==> src/rtl/pagemon_pkg.sv <==
package pagemon_pkg;
  typedef enum logic [1:0] {
    SEQ_NONE        = 2'b00,
    SEQ_COL         = 2'b01,
    SEQ_ACT_COL     = 2'b10,
    SEQ_PRE_ACT_COL = 2'b11
  } seq_e;

  localparam int unsigned MISS_COST_PJ   = 14000;
  localparam int unsigned ACCESS_COST_PJ = 2000;
endpackage

==> src/rtl/pm_bank_table.sv <==
module pm_bank_table #(
  parameter int NUM_BANKS = 8,
  parameter int ROW_W     = 12,
  localparam int BANK_W   = $clog2(NUM_BANKS)
) (
  input  logic              clk,
  input  logic              rst_n,
  input  logic              clr,
  input  logic              upd_en,
  input  logic [BANK_W-1:0] bank,
  input  logic [ROW_W-1:0]  row,
  output logic              was_open,
  output logic              hit
);
  logic             vld_q [NUM_BANKS];
  logic             vld_d [NUM_BANKS];
  logic [ROW_W-1:0] row_q [NUM_BANKS];
  logic [ROW_W-1:0] row_d [NUM_BANKS];

  for (genvar b = 0; b < NUM_BANKS; b++) begin : g_bank
    logic sel;
    assign sel = upd_en && (bank == BANK_W'(b));

    always_comb begin
      vld_d[b] = vld_q[b];
      row_d[b] = row_q[b];
      if (clr) begin
        vld_d[b] = 1'b0;
      end else if (sel) begin
        vld_d[b] = 1'b1;
        row_d[b] = row;
      end
    end

    always_ff @(posedge clk or negedge rst_n) begin
      if (!rst_n) begin
        vld_q[b] <= 1'b0;
        row_q[b] <= '0;
      end else begin
        vld_q[b] <= vld_d[b];
        row_q[b] <= row_d[b];
      end
    end
  end

  assign was_open = vld_q[bank];
  assign hit      = vld_q[bank] && (row_q[bank] == row);
endmodule

==> src/rtl/pm_evt_cnt.sv <==
module pm_evt_cnt #(
  parameter int W = 32
) (
  input  logic         clk,
  input  logic         rst_n,
  input  logic         clr,
  input  logic         inc,
  output logic [W-1:0] cnt
);
  logic [W-1:0] cnt_d;

  always_comb begin
    cnt_d = cnt;
    if (clr)      cnt_d = '0;
    else if (inc) cnt_d = cnt + 1'b1;
  end

  always_ff @(posedge clk or negedge rst_n) begin
    if (!rst_n) cnt <= '0;
    else        cnt <= cnt_d;
  end
endmodule

==> src/rtl/pm_energy_acc.sv <==
module pm_energy_acc #(
  parameter int W            = 48,
  parameter int unsigned MISS_PJ = 14000,
  parameter int unsigned ACC_PJ  = 2000
) (
  input  logic         clk,
  input  logic         rst_n,
  input  logic         clr,
  input  logic         en,
  input  logic         miss,
  output logic [W-1:0] total
);
  localparam logic [W:0] INC_HIT  = (W+1)'(ACC_PJ);
  localparam logic [W:0] INC_MISS = (W+1)'(ACC_PJ + MISS_PJ);

  logic [W:0]   sum;
  logic [W-1:0] total_d;

  always_comb begin
    sum     = {1'b0, total} + (miss ? INC_MISS : INC_HIT);
    total_d = total;
    if (clr)     total_d = '0;
    else if (en) total_d = sum[W] ? {W{1'b1}} : sum[W-1:0];
  end

  always_ff @(posedge clk or negedge rst_n) begin
    if (!rst_n) total <= '0;
    else        total <= total_d;
  end
endmodule

==> src/rtl/pagehit_energy_mon.sv <==
module pagehit_energy_mon
  import pagemon_pkg::*;
#(
  parameter int NUM_BANKS = 8,
  parameter int ROW_W     = 12,
  parameter int CNT_W     = 32,
  parameter int ENERGY_W  = 48,
  localparam int BANK_W   = $clog2(NUM_BANKS)
) (
  input  logic                clk,
  input  logic                rst_n,
  input  logic                clr,
  input  logic                req_valid,
  output logic                req_ready,
  input  logic [BANK_W-1:0]   req_bank,
  input  logic [ROW_W-1:0]    req_row,
  output logic                cls_valid,
  output logic                cls_miss,
  output logic [1:0]          cmd_seq,
  output logic [CNT_W-1:0]    cnt_hit,
  output logic [CNT_W-1:0]    cnt_miss,
  output logic [CNT_W-1:0]    cnt_total,
  output logic [ENERGY_W-1:0] energy_pj
);
  // reset: asserted asynchronously, released after two clock edges
  logic [1:0] rst_sync_q;
  logic       run;

  always_ff @(posedge clk or negedge rst_n) begin
    if (!rst_n) rst_sync_q <= 2'b00;
    else        rst_sync_q <= {rst_sync_q[0], 1'b1};
  end
  assign run = rst_sync_q[1];

  logic accept, hit, was_open;
  assign req_ready = run && !clr;
  assign accept    = req_valid && req_ready;

  pm_bank_table #(.NUM_BANKS(NUM_BANKS), .ROW_W(ROW_W)) u_tbl (
    .clk(clk), .rst_n(rst_n), .clr(clr), .upd_en(accept),
    .bank(req_bank), .row(req_row), .was_open(was_open), .hit(hit)
  );

  // event counters: [0] total, [1] hit, [2] miss
  logic [2:0]            evt;
  logic [CNT_W-1:0]      cnt_arr [3];
  assign evt = {accept && !hit, accept && hit, accept};

  for (genvar i = 0; i < 3; i++) begin : g_cnt
    pm_evt_cnt #(.W(CNT_W)) u_cnt (
      .clk(clk), .rst_n(rst_n), .clr(clr), .inc(evt[i]), .cnt(cnt_arr[i])
    );
  end
  assign cnt_total = cnt_arr[0];
  assign cnt_hit   = cnt_arr[1];
  assign cnt_miss  = cnt_arr[2];

  pm_energy_acc #(.W(ENERGY_W), .MISS_PJ(MISS_COST_PJ), .ACC_PJ(ACCESS_COST_PJ)) u_nrg (
    .clk(clk), .rst_n(rst_n), .clr(clr), .en(accept), .miss(!hit), .total(energy_pj)
  );

  // classification stage
  logic cls_valid_d, cls_miss_d;
  seq_e seq_d, seq_q;

  always_comb begin
    cls_valid_d = accept;
    cls_miss_d  = accept && !hit;
    if (!accept)      seq_d = SEQ_NONE;
    else if (hit)     seq_d = SEQ_COL;
    else if (was_open) seq_d = SEQ_PRE_ACT_COL;
    else              seq_d = SEQ_ACT_COL;
  end

  always_ff @(posedge clk or negedge rst_n) begin
    if (!rst_n) begin
      cls_valid <= 1'b0;
      cls_miss  <= 1'b0;
      seq_q     <= SEQ_NONE;
    end else begin
      cls_valid <= cls_valid_d;
      cls_miss  <= cls_miss_d;
      seq_q     <= seq_d;
    end
  end
  assign cmd_seq = seq_q;
endmodule

==> config.mk <==
export PLATFORM = sky130hd
export DESIGN_NAME = pagehit_energy_mon
export DESIGN_NICKNAME = d
export VERILOG_FILES = /design/src/rtl/pagemon_pkg.sv /design/src/rtl/pm_bank_table.sv /design/src/rtl/pm_evt_cnt.sv /design/src/rtl/pm_energy_acc.sv /design/src/rtl/pagehit_energy_mon.sv
export SDC_FILE = /design/constraint.sdc
export NUM_CORES = 1
export LEC_CHECK = 0
export ABC_AREA = 1
export BUFFER_PORTS_ARGS = -buffer_cell sky130_fd_sc_hd__buf_4
export CORE_MARGIN = 1.5
export CORE_UTILIZATION = 43
export DETAILED_ROUTE_END_ITERATION = 8
export HOLD_SLACK_MARGIN = 0.15
export PLACE_DENSITY = 0.69
export SLEW_MARGIN = 15
export SYNTH_ARGS = -nofsm -noshare
export SYNTH_HDL_FRONTEND = slang
export SYNTH_SLANG_ARGS = --single-unit
==> constraint.sdc <==
create_clock -name clk -period 2.91 [get_ports clk]
set_input_delay 0.291 -clock clk [delete_from_list [all_inputs] [get_ports clk]]
set_output_delay 0.291 -clock clk [all_outputs]
set_load 0.02 [all_outputs]
# Word-level counts from Yosys, hierarchy flattened
# Cells that the tools add are included.
# Widths: inputs -> output; s select.
# totals
ff_bits,254
elab_cells,109
# classes
addsub,4
order_cmp,1
eq_ne,8
mux,35
bitwise,2
n_reduce_logical,35
# op_table
operator,count
$mux 32,6
$mux 48,3
$add 32x1->32 const B,3
$add 48x49->49,1
$bmux 12 s3,1
$mux 12,2
$reduce_bool 2->1,11
$mux 1,19
$reduce_and 2->1,8
$mux 14,1
$logic_and 1x1->1,13
$eq 12x12->1,1
$eq 3x3->1 const B,4
$eq 3x2->1 const B,2
$ge 4x4->1 const B,1
$mux 2,2
$not 3->4,1
$bmux 1 s3,1
$eq 3x1->1 const B,1
$logic_not 3->1,1
$logic_not 1->1,2
$not 1->1,1

# Logic depth before layout (Yosys ltp)
# Gate-level depths: netlist of run 1.
# depth
word_depth,11
depth_mapped,29

# Hierarchy
# A second synthesis of run 1 with hierarchy kept.
# hier_totals
cells_unflattened,2072
hier_area_um2,14522.7
# modules_own_cells
mod,n_inst,cells_each,area_per_inst_um2
pm_evt_cnt,3,273,1889.3
pm_bank_table,1,654,4977.3
pm_energy_acc,1,582,3697.3
pagehit_energy_mon,1,17,180.2

# Worst setup path before layout of run 1
# No wires, ideal clock.
# synth_path
kind,in2reg
start,input req_bank[0]
end,register u_nrg.total[23]
setup_time_ns,0.087
arrival_ns,3.231
required_ns,2.823
slack_ns,-0.407
cell_stages,25
path_buffers,4
cell_sequence,buf_6 buf_2 o21ai_0 nand2_1 nand3_1 nand2_1 nand2_1 nand2_1 nor2_1 nand3_1 nor2_4 buf_4 inv_1 ha_1 nand2_1 o21ai_0 nand2_1 o211ai_2 nand2_1 inv_1 nand2_1 nor2_4 inv_1 buf_2 o211ai_1
# synth_via
elab_chain_cells,11
word_cells_on_any_way,14
# synth_lines
item,line_no,text
start: declaration,pagehit_energy_mon.sv:15,"input logic [BANK_W-1:0] req_bank,"
$not 3->4 (implied by the code) (*),pm_bank_table.sv:47,assign hit = vld_q[bank] && (row_q[bank] == row);
$bmux 12 s3,pm_bank_table.sv:47,
$mux 12 (implied by the code) (2 in a row),pm_bank_table.sv:47,
$eq 12x12->1,pm_bank_table.sv:47,
$logic_and 1x1->1 (*),pm_bank_table.sv:47,
$mux 14 (*),pm_energy_acc.sv:20,"sum = {1'b0, total} + (miss ? INC_MISS : INC_HIT);"
$add 48x49->49 (*),pm_energy_acc.sv:20,
$mux 48 (*) (2 in a row),pm_energy_acc.sv:23,else if (en) total_d = sum[W] ? {W{1'b1}} : sum[W-1:0];
$mux 48 (*),pm_energy_acc.sv:22,if (clr) total_d = '0;
end signal: assignment,pm_energy_acc.sv:28,else total <= total_d;
end: declaration,pm_energy_acc.sv:11,output logic [W-1:0] total
# Every way passes the cells marked *; elsewhere a longest branch is shown, timed or not. The select of a mux whose other input is x is not followed.
# A chain may end at the register's enable or synchronous reset.

# Final worst setup path of run 1
# layout_path
start,register u_tbl.row_q[94] (netlist name)
end,register u_nrg.total[37]
# layout_via
elab_chain_cells,10
# layout_lines
item,line_no,text
start: declaration,pm_bank_table.sv:17,logic [ROW_W-1:0] row_q [NUM_BANKS];
start signal: indexed assignment,pm_bank_table.sv:41,row_q[b] <= row_d[b];
$bmux 12 s3,pm_bank_table.sv:47,
$mux 12 (implied by the code) (2 in a row),pm_bank_table.sv:47,
$eq 12x12->1,pm_bank_table.sv:47,
$logic_and 1x1->1,pm_bank_table.sv:47,
$mux 14,pm_energy_acc.sv:20,
$add 48x49->49,pm_energy_acc.sv:20,
$mux 48 (2 in a row),pm_energy_acc.sv:23,
$mux 48,pm_energy_acc.sv:22,
# Every way passes these cells. The select of a mux whose other input is x is not followed.

==> results of run 1 <==
==> per-stage QoR <==
| step | instance area (um^2) | power [W] | hold slack (ps) | TNS, ps |
|---|---|---|---|---|
| floorplan | 14800 | 0.00458 | -4.59 | -3220 |
| finish | 19100 | 0.00899 | 192 | -1680 |
| global placement | 17100 | 0.00501 | 333 | -17460 |
| CTS | 18400 | 0.00895 | 168 | -766 |
| global route | 19100 | 0.00939 | 208 | -15590 |
| detailed placement | 17100 | 0.00505 | 342 | -21400 |
==> metal layers <==
| metal | GRT usage | up-vias |
|---|---|---|
| li1 | - | 7304 |
| met5 | 0 | - |
| met4 | 0.0702 | 0 |
| met1 | 0.333 | 7115 |
| met3 | 0.0418 | 80 |
| met2 | 0.416 | 508 |
==> critical path: stages, from the launching register on <==
cell and delay, ps:
dfrtp_1 390, nand2_1 70, nand2_1 40, nand2_1 70
nand3_2 110, nand2_2 100, nand2_1 50, nand2_1 70
nand2_2 80, nor2_4 120, nand2_2 70, nor2_4 120
buf_12 140, inv_8 40, ha_4 300, nand2_4 70
nor2_4 110, nand4_1 170, o21ai_4 280, nand3_4 120
nor2_4 150, nand2_1 80, o21ai_0 100, o21ai_1 90
nand2_1 60
==> repair_timing <==
item / in CTS / in global routing
hold buffers: 3 / 0
endpoints found under the hold margin: 79 / 0
setup buffers: 16 / 17
resized for setup: 47 / 90
pin swaps: 23 / 71
endpoints found under the setup margin: 45 / 110
gates cloned: 0 / 8
==> cell type report <==
type,count,area [um^2],share of cell area
Clock inverter,13,198,0.0104
Inverter,222,852,0.0447
Sequential cell,250,6260,0.328
Multi-Input combinational cell,1512,7680,0.403
Timing Repair Buffer,319,2720,0.143
Tap cell,448,561,0.0294
Clock buffer,39,793,0.0416
==> final timing paths <==
kind,cells after the start,start,slack [ps],endpoint
max,24,u_tbl.row_q[94],-140,u_nrg.total[37]
min,4,req_row[11],190,u_tbl.row_q[23]
max reg2reg,24,u_tbl.row_q[94],-140,u_nrg.total[37]
min reg2reg,0,rst_sync_q[0],350,rst_sync_q[1]
max in group asynchronous,3,rst_n,1770,g_cnt[0].u_cnt.cnt[29]
min in group asynchronous,2,rst_n,340,u_nrg.total[29]
==> power by group <==
group	switching [W]	total [W]	internal [W]	leakage, nW
Combinational	0.000725	0.00126	0.000530	5.78
Sequential	0.000170	0.00391	0.00374	3.39
Clock	0.00148	0.00382	0.00234	0.490
Total	0.00237	0.00899	0.00661	9.66
==> synth_stat cells (12+ instances only) <==
cell and n:
a21oi_1 39, buf_2 18, buf_4 12, clkbuf_1 40, dfrtp_1 250, inv_1 216, nand2_1 704, nand3_1 185
nand4_1 108, nor2_1 138, nor3_1 46, nor4_1 18, o21ai_0 155, xor2_1 42
==> sequential cells by signal, summed over array words and instances, names as in the netlist <==
signal / flops
u_tbl.row_q: 96
cls_miss: 1
g_cnt.u_cnt.cnt: 96
u_nrg.total: 45
rst_sync_q: 2
cls_valid: 1
u_tbl.vld_q: 8
cmd_seq: 1
==> logic make-up (layout without fill, tap and decap cells) <==
logic type | after synthesis | after routing | synth area share
AO/OA/AOI/OAI | 229 | 229 | 0.0845
XOR/XNOR | 52 | 52 | 0.0311
adder cells (fa/ha/maj) | 10 | 10 | 0.00855
buffers and inverters | 310 | 593 | 0.0886
flip-flops | 250 | 250 | 0.428
multiplexers | 1 | 1 | 0.000684
other | 1 | 1 | 0.000256
AND/OR/NAND/NOR | 1215 | 1219 | 0.359
==> metrics.md, run 1 <==
| Metric | Value |
|---|---|
| Status | finished with violations |
| Failing checks | negative setup slack |
| Final setup fails | 41 |
| Netlist Area Pre-Place | 14600 um^2 |
| Synth warn | 0 |
| # IOs | 168 |
| Vias post-DR | 15000 |
| Largest net degree at the start of global routing | 83 |
| First-pass GRT wire length | between 70000 and 80000 um |
| Die height | approximately 190 um |
| Post-place setup slack | -541 ps |
| Area of the die | 35100 um^2 |
| Dominant synthesized flop cell | dfrtp_1 |
| Ant. Diodes | 0 |
| Worst setup margin | -141 ps |
| Final core utilization | 0.568 |
| Sequential-to-total area share from yosys stat | 0.428 |
| Final period util | 1.05 |
| WL met2 | approximately 21000 um |
| CP required | 3410 ps |
| DP Cell Count | about 2700 |
| Relative slew slack | 0.351 |
| CTS tree | built |
| Initial antenna violation count | 0 |
| Initial Utilization | 0.436 |
| Most common cell after layout, fill and taps aside | nand2_1 |
| Cell Rows | 67 |
| Cts bufs inserted | 28 |
| Wl on met1 | 20000 um |
| Post-synth cell types | 44 |
| RD Place Congestion | 0.897 |
| Ys async rst share | 1.00 |
| H-tree levels | 1 |
| Nets | roughly 2400 |
| Largest area contributor in the netlist | dfrtp_1 |
| CTS max path bufs | 3 |
| Drt first pass iters | 5 |
| Fin. max-slew vios | 0 |
| Crit Path Category | reg -> reg |
| Actual slew at the worst max-slew pin | 970 ps |
| Max-cap violations | 0 |
| Worst setup EP type | flip-flop |
| DP HPWL | a little over 30000 um |
| DR WL/cell | 16.3 um |
| Vias in the first global route | around 14000 |
| Type of the worst min-delay path | in -> reg |
| Synth Instances | 2068 |
| EDFF count, synth | 0 |
| Most frequent cells in the layout | nand2_1 (676), buf_4 (281), dfrtp_1 (250) |
| DRT iter0 DRCs | 1244 |
| Top post-synthesis cells by area | dfrtp_1 (43%), nand2_1 (18%), nand3_1 (6.3%) |
| Share of layout cells above drive strength 1 | 0.203 |
| Routed Antenna Nets | 0 |
| GRT Util Overall | 0.249 |
| CP Max Fanout | 4 |
| CP arrival | 3550 ps |
| Layout fillers | ~3000 |
| Top sig layer | met4 |
| DIE WIDTH | about 190 um |
| Routed WL | 45600 um |
| Yosys top cell area share | 0.428 |
| Met3 routed WL | 3250 um |
| Startpoint Class | flip-flop |
| Unrepaired setup endpoints after global routing | true |
| Leak | between 9 and 10 nW |
| Non-filler instance count after layout | about 2800 |
| Vias per Instance | 5.35 |
| Clock slew at reported path FFs | 70 ps |
| Worst VDD drop | 0.462 mV |
| P per Cell Area | 472 nW/um^2 |
| Setup Skew | between 20 and 30 ps |
| CTS root buf | clkbuf_16 |
| #FFs+latches synth | 250 |
| Fmax | 328 MHz |
| Post-layout min period | 3050 ps |
| Grt total ovfl | 0 |
| Area Growth Syn to Fin | 30.3% |
| Mapped Avg Cell Area | 7.07 um^2 |
| Core Region | between 30000 and 40000 um^2 |
| I/O Buffers | 167 |
| DR DRC count | 0 |
| Syn Nets | 2097 |
| Clock tree sinks | 250 |
| Final hold violation count | 0 |
| Clock Latency Late Sink | ~560 ps |
Power figures use the tool's default switching activity.
==> run 2: changes to the inputs <==
--- a/config.mk
+++ b/config.mk
@@ -8,10 +8,10 @@
 export ABC_AREA = 1
 export BUFFER_PORTS_ARGS = -buffer_cell sky130_fd_sc_hd__buf_4
 export CORE_MARGIN = 1.5
-export CORE_UTILIZATION = 43
+export CORE_UTILIZATION = 28
 export DETAILED_ROUTE_END_ITERATION = 8
 export HOLD_SLACK_MARGIN = 0.15
-export PLACE_DENSITY = 0.69
+export PLACE_DENSITY = 0.51
 export SLEW_MARGIN = 15
 export SYNTH_ARGS = -nofsm -noshare
 export SYNTH_HDL_FRONTEND = slang
==> constraint.sdc (replaced) <==
create_clock -name clk -period 2.91 [get_ports clk]
set_input_delay 0.291 -clock clk [delete_from_list [all_inputs] [get_ports clk]]
set_output_delay 0.291 -clock clk [all_outputs]
set_load 0.1 [all_outputs]
==> metrics.md, run 2 (synthesis results as in run 1) <==
| Metric | Value |
|---|---|
| Sw Share | 0.280 (+0.0161) |
| Setup Skew | 31.0 ps (+1.15 ps) |
| WHS Path Cells | 4 (unchanged) |
| H-tree levels | 1 (unchanged) |
| Type of the worst min-delay path | in -> reg |
| Cells along the critical path | nand2_1 -> nand2_1 -> nand2_1 -> nand3_2 -> nand2_2 -> nand2_2 -> nand2_2 -> nand2_1 -> nor2_1 -> nand2_1 -> nor2_4 -> buf_12 -> inv_8 -> ha_4 -> nand2_4 -> nor2_4 -> nand3_2 -> o211ai_4 -> buf_6 -> nand4_1 -> nand3b_1 -> buf_6 -> nand2_1 |
| Routed Antenna Nets | 0 (unchanged) |
| Ant. Diodes | 0 (unchanged) |
| Non-filler instance count after layout | 3020 (+7.7%) |
| First-pass GRT wire length | 77700 um (+7.3%) |
| Grt total ovfl | 0 (unchanged) |
| DIE WIDTH | 232 um (+24%) |
| CTS max path bufs | 3 (unchanged) |
| Startpoint Class | flip-flop |
| Switching power | 0.00262 W (+10%) |
| DR DRC count | 0 (unchanged) |
| Worst setup EP type | flip-flop |
| DP HPWL | 34600 um (+12%) |
| DR WL/cell | 16.3 um (about the same) |
| Unrepaired setup endpoints after global routing | true |
| CP most frequent cell | nand2_1 |
| Slowest CP cell | dfrtp_1 |
| Status | finished with violations |
| Cts bufs inserted | 31 (+11%) |
| GRT Util Overall | 0.180 (-0.0692) |
| Drt first pass iters | 7 (+2) |
| Routed WL | 49100 um (+7.8%) |
| Fin. max-slew vios | 0 (unchanged) |
| Reg power frac | 0.418 (-0.017) |
| Share of layout cells above drive strength 1 | 0.191 (-0.0128) |
| Worst setup margin | -210 ps (-68.3 ps) |
| Area Growth Syn to Fin | 30.6% |
| Layout fillers | 5477 (+78%) |
| Post-layout min period | 3120 ps (+68.3 ps) |
| Fmax | 321 MHz (-2.2%) |
| # IOs | 168 (unchanged) |
| Initial Utilization | 0.284 (-0.152) |
| Cell Rows | 83 (+24%) |
| Vias in the first global route | 14000 (-1.7%) |
| Crit Path Category | reg -> reg |
| Core Region | 51500 um^2 (+54%) |
| DP Cell Count | 2933 (+8.1%) |
| Max-cap violations | 0 (unchanged) |
| CP bufs+invs | 4 (+2) |
| Failing checks | negative setup slack |
| Clock Latency Late Sink | 600 ps (+40 ps) |
| Die height | 232 um (+24%) |
| R2R depth | 23 (-4.2%) |
| Largest net degree at the start of global routing | 70 (-16%) |
| Most common cell after layout, fill and taps aside | nand2_1 |
| P per Cell Area | 490 nW/um^2 (+3.8%) |
| Vias per Instance | 4.88 (-8.8%) |
| Combinational Power Share | 0.139 (about the same) |
| CTS tree | built |
| Actual slew at the worst max-slew pin | 721 ps (-248 ps) |
| Worst hold margin | 185 ps (-7.57 ps) |
| CP Max Fanout | 8 (+4) |
| CP arrival | 3660 ps (+110 ps) |
| Relative slew slack | 0.515 (+0.163) |
| Int Power | 0.00673 W (+1.8%) |
| Biggest regs | g_cnt.u_cnt.cnt (96), u_tbl.row_q (96), u_nrg.total (45) |
| RD Place Congestion | 0.888 (-1.0%) |
| Total power draw | 0.00935 W (+4.1%) |
| Cell family with most CP delay | simple AND/OR/NAND/NOR gates |
| Final setup fails | 45 (+9.8%) |
| Final hold violation count | 0 (unchanged) |
| CTS root buf | clkbuf_16 |
| Leak | 9.60 nW (-0.55%) |
| Final core utilization | 0.371 (-0.198) |
| Worst VDD drop | 0.494 mV (+7.0%) |
| Initial antenna violation count | 0 (unchanged) |
| Clk network pwr share | 0.443 (+0.018) |
| Area of the die | 53600 um^2 (+53%) |
| Vias post-DR | 14700 (-1.7%) |
| Clock tree sinks | 250 (unchanged) |
| Nets | 2344 (-0.76%) |
| I/O Buffers | 167 (unchanged) |
| Final period util | 1.07 (+0.0235) |
| CP peak stage delay | 390 ps (about the same) |
| DRT iter0 DRCs | 929 (-25%) |
| Levels on crit path | 23 (-4.2%) |
| CP required | 3450 ps (+40 ps) |
| Clock slew at reported path FFs | 60 ps (about the same) |
| Most frequent cells in the layout | nand2_1 (686), buf_4 (269), dfrtp_1 (250) |
==> run 2: worst min-delay path, delay by kind of cell <==
| family | cells | cell delay, ps |
|---|---|---|
| compound gates | 1 | 90 |
| buf+inv | 3 | 350 |
==> run 2: area by class of cell <==
type,instances,area (um^2),area share
Timing Repair Buffer,302,2490,0.131
Inverter,222,858,0.0449
Clock buffer,37,838,0.0439
Sequential cell,250,6260,0.328
Clock inverter,21,258,0.0135
Tap cell,680,851,0.0445
Multi-Input combinational cell,1508,7550,0.395
==> run 2: final timing paths <==
| check | start | endpoint | slack [ps] |
|---|---|---|---|
| max | u_tbl.row_q[63] | u_nrg.total[13] | -210 |
| min reg2reg | rst_sync_q[0] | rst_sync_q[1] | 350 |
| min in group asynchronous | rst_n | u_nrg.total[28] | 240 |
| min | req_row[9] | u_tbl.row_q[81] | 180 |
| max in group asynchronous | rst_n | g_cnt[1].u_cnt.cnt[14] | 1840 |
| max reg2reg | u_tbl.row_q[63] | u_nrg.total[13] | -210 |
==> run 2: power by group through the flow <==
stage | combinational, W | sequential, W | clock, W
floorplan | 0.000664 | 0.00402 | 0
global placement | 0.00118 | 0.00397 | 0
detailed placement | 0.00120 | 0.00397 | 0
CTS | 0.00127 | 0.00391 | 0.00428
global route | 0.00146 | 0.00394 | 0.00440
finish | 0.00130 | 0.00391 | 0.00414
==> run 2: layer usage <==
layer / up-vias / global-route usage / wire [um]
met1: 7045 / 0.252 / 23300
li1: 7249 / - / -
met2: 388 / 0.290 / 22300
met3: 65 / 0.0265 / 2620
met5: - / 0 / 0
met4: 0 / 0.0410 / 932
==> run 2: repair_timing <==
action,CTS,global route
buffers inserted,14,5
pin swaps,29,33
resized for setup,58,36
setup endpoints to repair,45,45
hold buffers,10,0
endpoints found under the hold margin,107,0
gates cloned,1,0
==> run 2: per-stage QoR <==
| step | cell area [um^2] | TNS, ps | setup WS, ps |
|---|---|---|---|
| floorplan | 14800 | -4050 | -199 |
| global placement | 17300 | -21990 | -557 |
| detailed placement | 17300 | -25140 | -661 |
| CTS | 18900 | -5280 | -185 |
| global route | 19100 | -17620 | -450 |
| finish | 19100 | -6900 | -210 |
==> run 3: changes to the inputs <==
--- a/config.mk
+++ b/config.mk
@@ -7,7 +7,7 @@
 export LEC_CHECK = 0
 export ABC_AREA = 1
 export BUFFER_PORTS_ARGS = -buffer_cell sky130_fd_sc_hd__buf_4
-export CORE_MARGIN = 1.5
+export CORE_MARGIN = 4
 export CORE_UTILIZATION = 28
 export DETAILED_ROUTE_END_ITERATION = 8
 export HOLD_SLACK_MARGIN = 0.15
==> metrics.md, run 3 (synthesis results as in run 1) <==
| Metric | Value |
|---|---|
| Reg-to-reg startpoint | u_tbl.row_q[58] |
| Area Growth Syn to Fin | 31.6% |
| Routed WL | 50200 um (+2.2%) |
| Core Region | 51500 um^2 (unchanged) |
| DP HPWL | 35300 um (+2.2%) |
| Type of the worst min-delay path | in -> reg |
| Clock slew at reported path FFs | 60 ps (about the same) |
| Cts bufs inserted | 31 (unchanged) |
| Total power draw | 0.00892 W (-4.7%) |
| Setup Skew | 32.8 ps (+1.82 ps) |
| Worst setup margin | -136 ps (+73.7 ps) |
| DR WL/cell | 16.6 um (+1.9%) |
| Post-layout min period | 3050 ps (-73.7 ps) |
| Fmax | 328 MHz (+2.4%) |
| Largest net degree at the start of global routing | 105 (+50%) |
| Layout fillers | 5441 (-0.66%) |
| Cell Rows | 83 (unchanged) |
| Nets | 2356 (+0.51%) |
| CP required | 3430 ps (-20 ps) |
| WHS Path Cells | 4 (unchanged) |
| I/O Buffers | 167 (unchanged) |
| CP arrival | 3570 ps (-90 ps) |
| Max-cap violations | 0 (unchanged) |
| P per Cell Area | 463 nW/um^2 (-5.4%) |
| RD Place Congestion | 0.891 (+0.33%) |
| Ant. Diodes | 0 (unchanged) |
| Crit Path Category | reg -> reg |
| Post-place setup slack | -672 ps (-10.9 ps) |
| Share of layout cells above drive strength 1 | 0.206 (+0.0154) |
| Unrepaired setup endpoints after global routing | true |
| Initial antenna violation count | 0 (unchanged) |
| Drt first pass iters | 5 (-2) |
| Failing checks | negative setup slack |
| First-pass GRT wire length | 79800 um (+2.8%) |
| Area of the die | 56000 um^2 (+4.4%) |
| R2R depth | 24 (+4.3%) |
| Hold endpoint | u_tbl.row_q[19] |
| Vias post-DR | 14800 (+0.11%) |
| DR DRC count | 0 (unchanged) |
| Grt total ovfl | 0 (unchanged) |
| Worst VDD drop | 0.441 mV (-11%) |
| Routed Antenna Nets | 0 (unchanged) |
| Vias in the first global route | 14200 (+1.5%) |
| Vias per Instance | 4.87 (-0.19%) |
| Status | finished with violations |
| Clock Latency Late Sink | 590 ps (about the same) |
| DRT iter0 DRCs | 997 (+7.3%) |
| Die height | 237 um (+2.2%) |
| DIE WIDTH | 237 um (+2.2%) |
| Worst R2R Setup Slack | -140 ps (+70 ps) |
| Most common cell after layout, fill and taps aside | nand2_1 |
| Relative slew slack | 0.482 (-0.0327) |
| Leak | 9.66 nW (+0.63%) |
| Actual slew at the worst max-slew pin | 771 ps (+49.7 ps) |
| Fin. max-slew vios | 0 (unchanged) |
| CTS max path bufs | 3 (unchanged) |
| Startpoint Class | flip-flop |
| DP Cell Count | 2941 (+0.27%) |
| # IOs | 168 (unchanged) |
| CP Max Fanout | 4 (-4) |
| H-tree levels | 1 (unchanged) |
| Final setup fails | 34 (-24%) |
| Worst setup EP type | flip-flop |
| Biggest regs | g_cnt.u_cnt.cnt (96), u_tbl.row_q (96), u_nrg.total (45) |
| Most frequent cells in the layout | nand2_1 (666), buf_4 (276), dfrtp_1 (250) |
| Final hold violation count | 0 (unchanged) |
| Initial Utilization | 0.284 (unchanged) |
| GRT Util Overall | 0.173 (-0.00671) |
| Clock tree sinks | 250 (unchanged) |
| CTS tree | built |
| RR Endpoint | u_nrg.total[45] |
| Non-filler instance count after layout | 3029 (+0.30%) |
| Hold_sp | req_row[7] |
| Final period util | 1.05 (-0.0253) |
| CTS root buf | clkbuf_16 |
## run 3: cell types whose count changed in the layout (fill, tap and decap cells not counted), moves of 4 or more
cell	change
o21ai_2	+5
buf_4	+7
nand2_1	-20
buf_12	+4
bufinv_16	-5
nand2_2	+17
clkbuf_1	+7
o21ai_0	-5
## run 3: power breakdown
part           switching, W  total [W]  internal [W]
combinational      0.000831    0.00135      0.000519
sequential         0.000172    0.00391       0.00374
clock               0.00155    0.00365       0.00210
total               0.00256    0.00892       0.00636
## run 3: what timing repair did
item                       4_1_cts  5_1_grt
setup endpoints to repair       45       45
buffers inserted                19        7
cloned                           0        0
hold buffers                     9        0
resized for setup               89       58
pin swaps                       35       20
hold endpoints to repair       268        0
## run 3: area by class of cell
| cell class | count | area, um^2 | area share |
|---|---|---|---|
| clock buffers | 46 | 892 | 0.0463 |
| clock inverters | 9 | 48.8 | 0.00253 |
| inverters | 222 | 858 | 0.0446 |
| multi-input cells | 1508 | 7720 | 0.401 |
| flip-flops and latches | 250 | 6260 | 0.325 |
| well taps | 680 | 851 | 0.0442 |
| repair buffers | 314 | 2630 | 0.136 |
## run 3: metal layers
metal  share of wire  track usage  vias to the layer above
met4           0.022       0.0432                        0
met1            0.47        0.243                     7029
met5               0            0                        -
li1                -            -                     7276
met3           0.053       0.0259                       65
met2            0.46        0.280                      393
## run 3: worst max-delay path, stage by stage, from the launching register on
cell and delay (ps):
dfrtp_1 380, nand2_1 70, nand2_1 50, nand2_1 60
nand3_2 100, nand2_2 80, nand2_1 50, nand2_1 70
nand2_2 70, nor2_1 100, nand2_1 90, nor2_4 130
buf_12 140, inv_8 50, ha_4 290, nand2_4 70
nor2_4 130, nand4_1 150, o21ai_4 260, nand2_4 110
nor2_4 140, nand4_1 130, o21ai_2 100, nand2_1 70
nand2_1 60
## run 3: worst max path at each step
stage / cells after the start / start / end
3_5_place_dp: 23 / req_bank[0] / u_nrg.total[45]
5_1_grt: 24 / u_tbl.row_q[57] / u_nrg.total[45]
2_1_floorplan: 27 / req_bank[0] / u_nrg.total[23]
3_3_place_gp: 24 / req_bank[0] / u_nrg.total[23]
4_1_cts: 22 / u_tbl.row_q[59] / u_nrg.total[45]
6_report: 24 / u_tbl.row_q[58] / u_nrg.total[45]
## run 3: metrics by stage
step           utilization  TNS (ps)  hold slack [ps]  instance area [um^2]
6_report             0.374     -1710              193                 19300
2_1_floorplan            -     -4050            -4.59                 14800
4_1_cts              0.368     -1490              150                 19000
5_1_grt              0.374    -10180              180                 19300
3_3_place_gp         0.338    -24320              127                 17400
3_5_place_dp         0.338    -26020              128                 17400
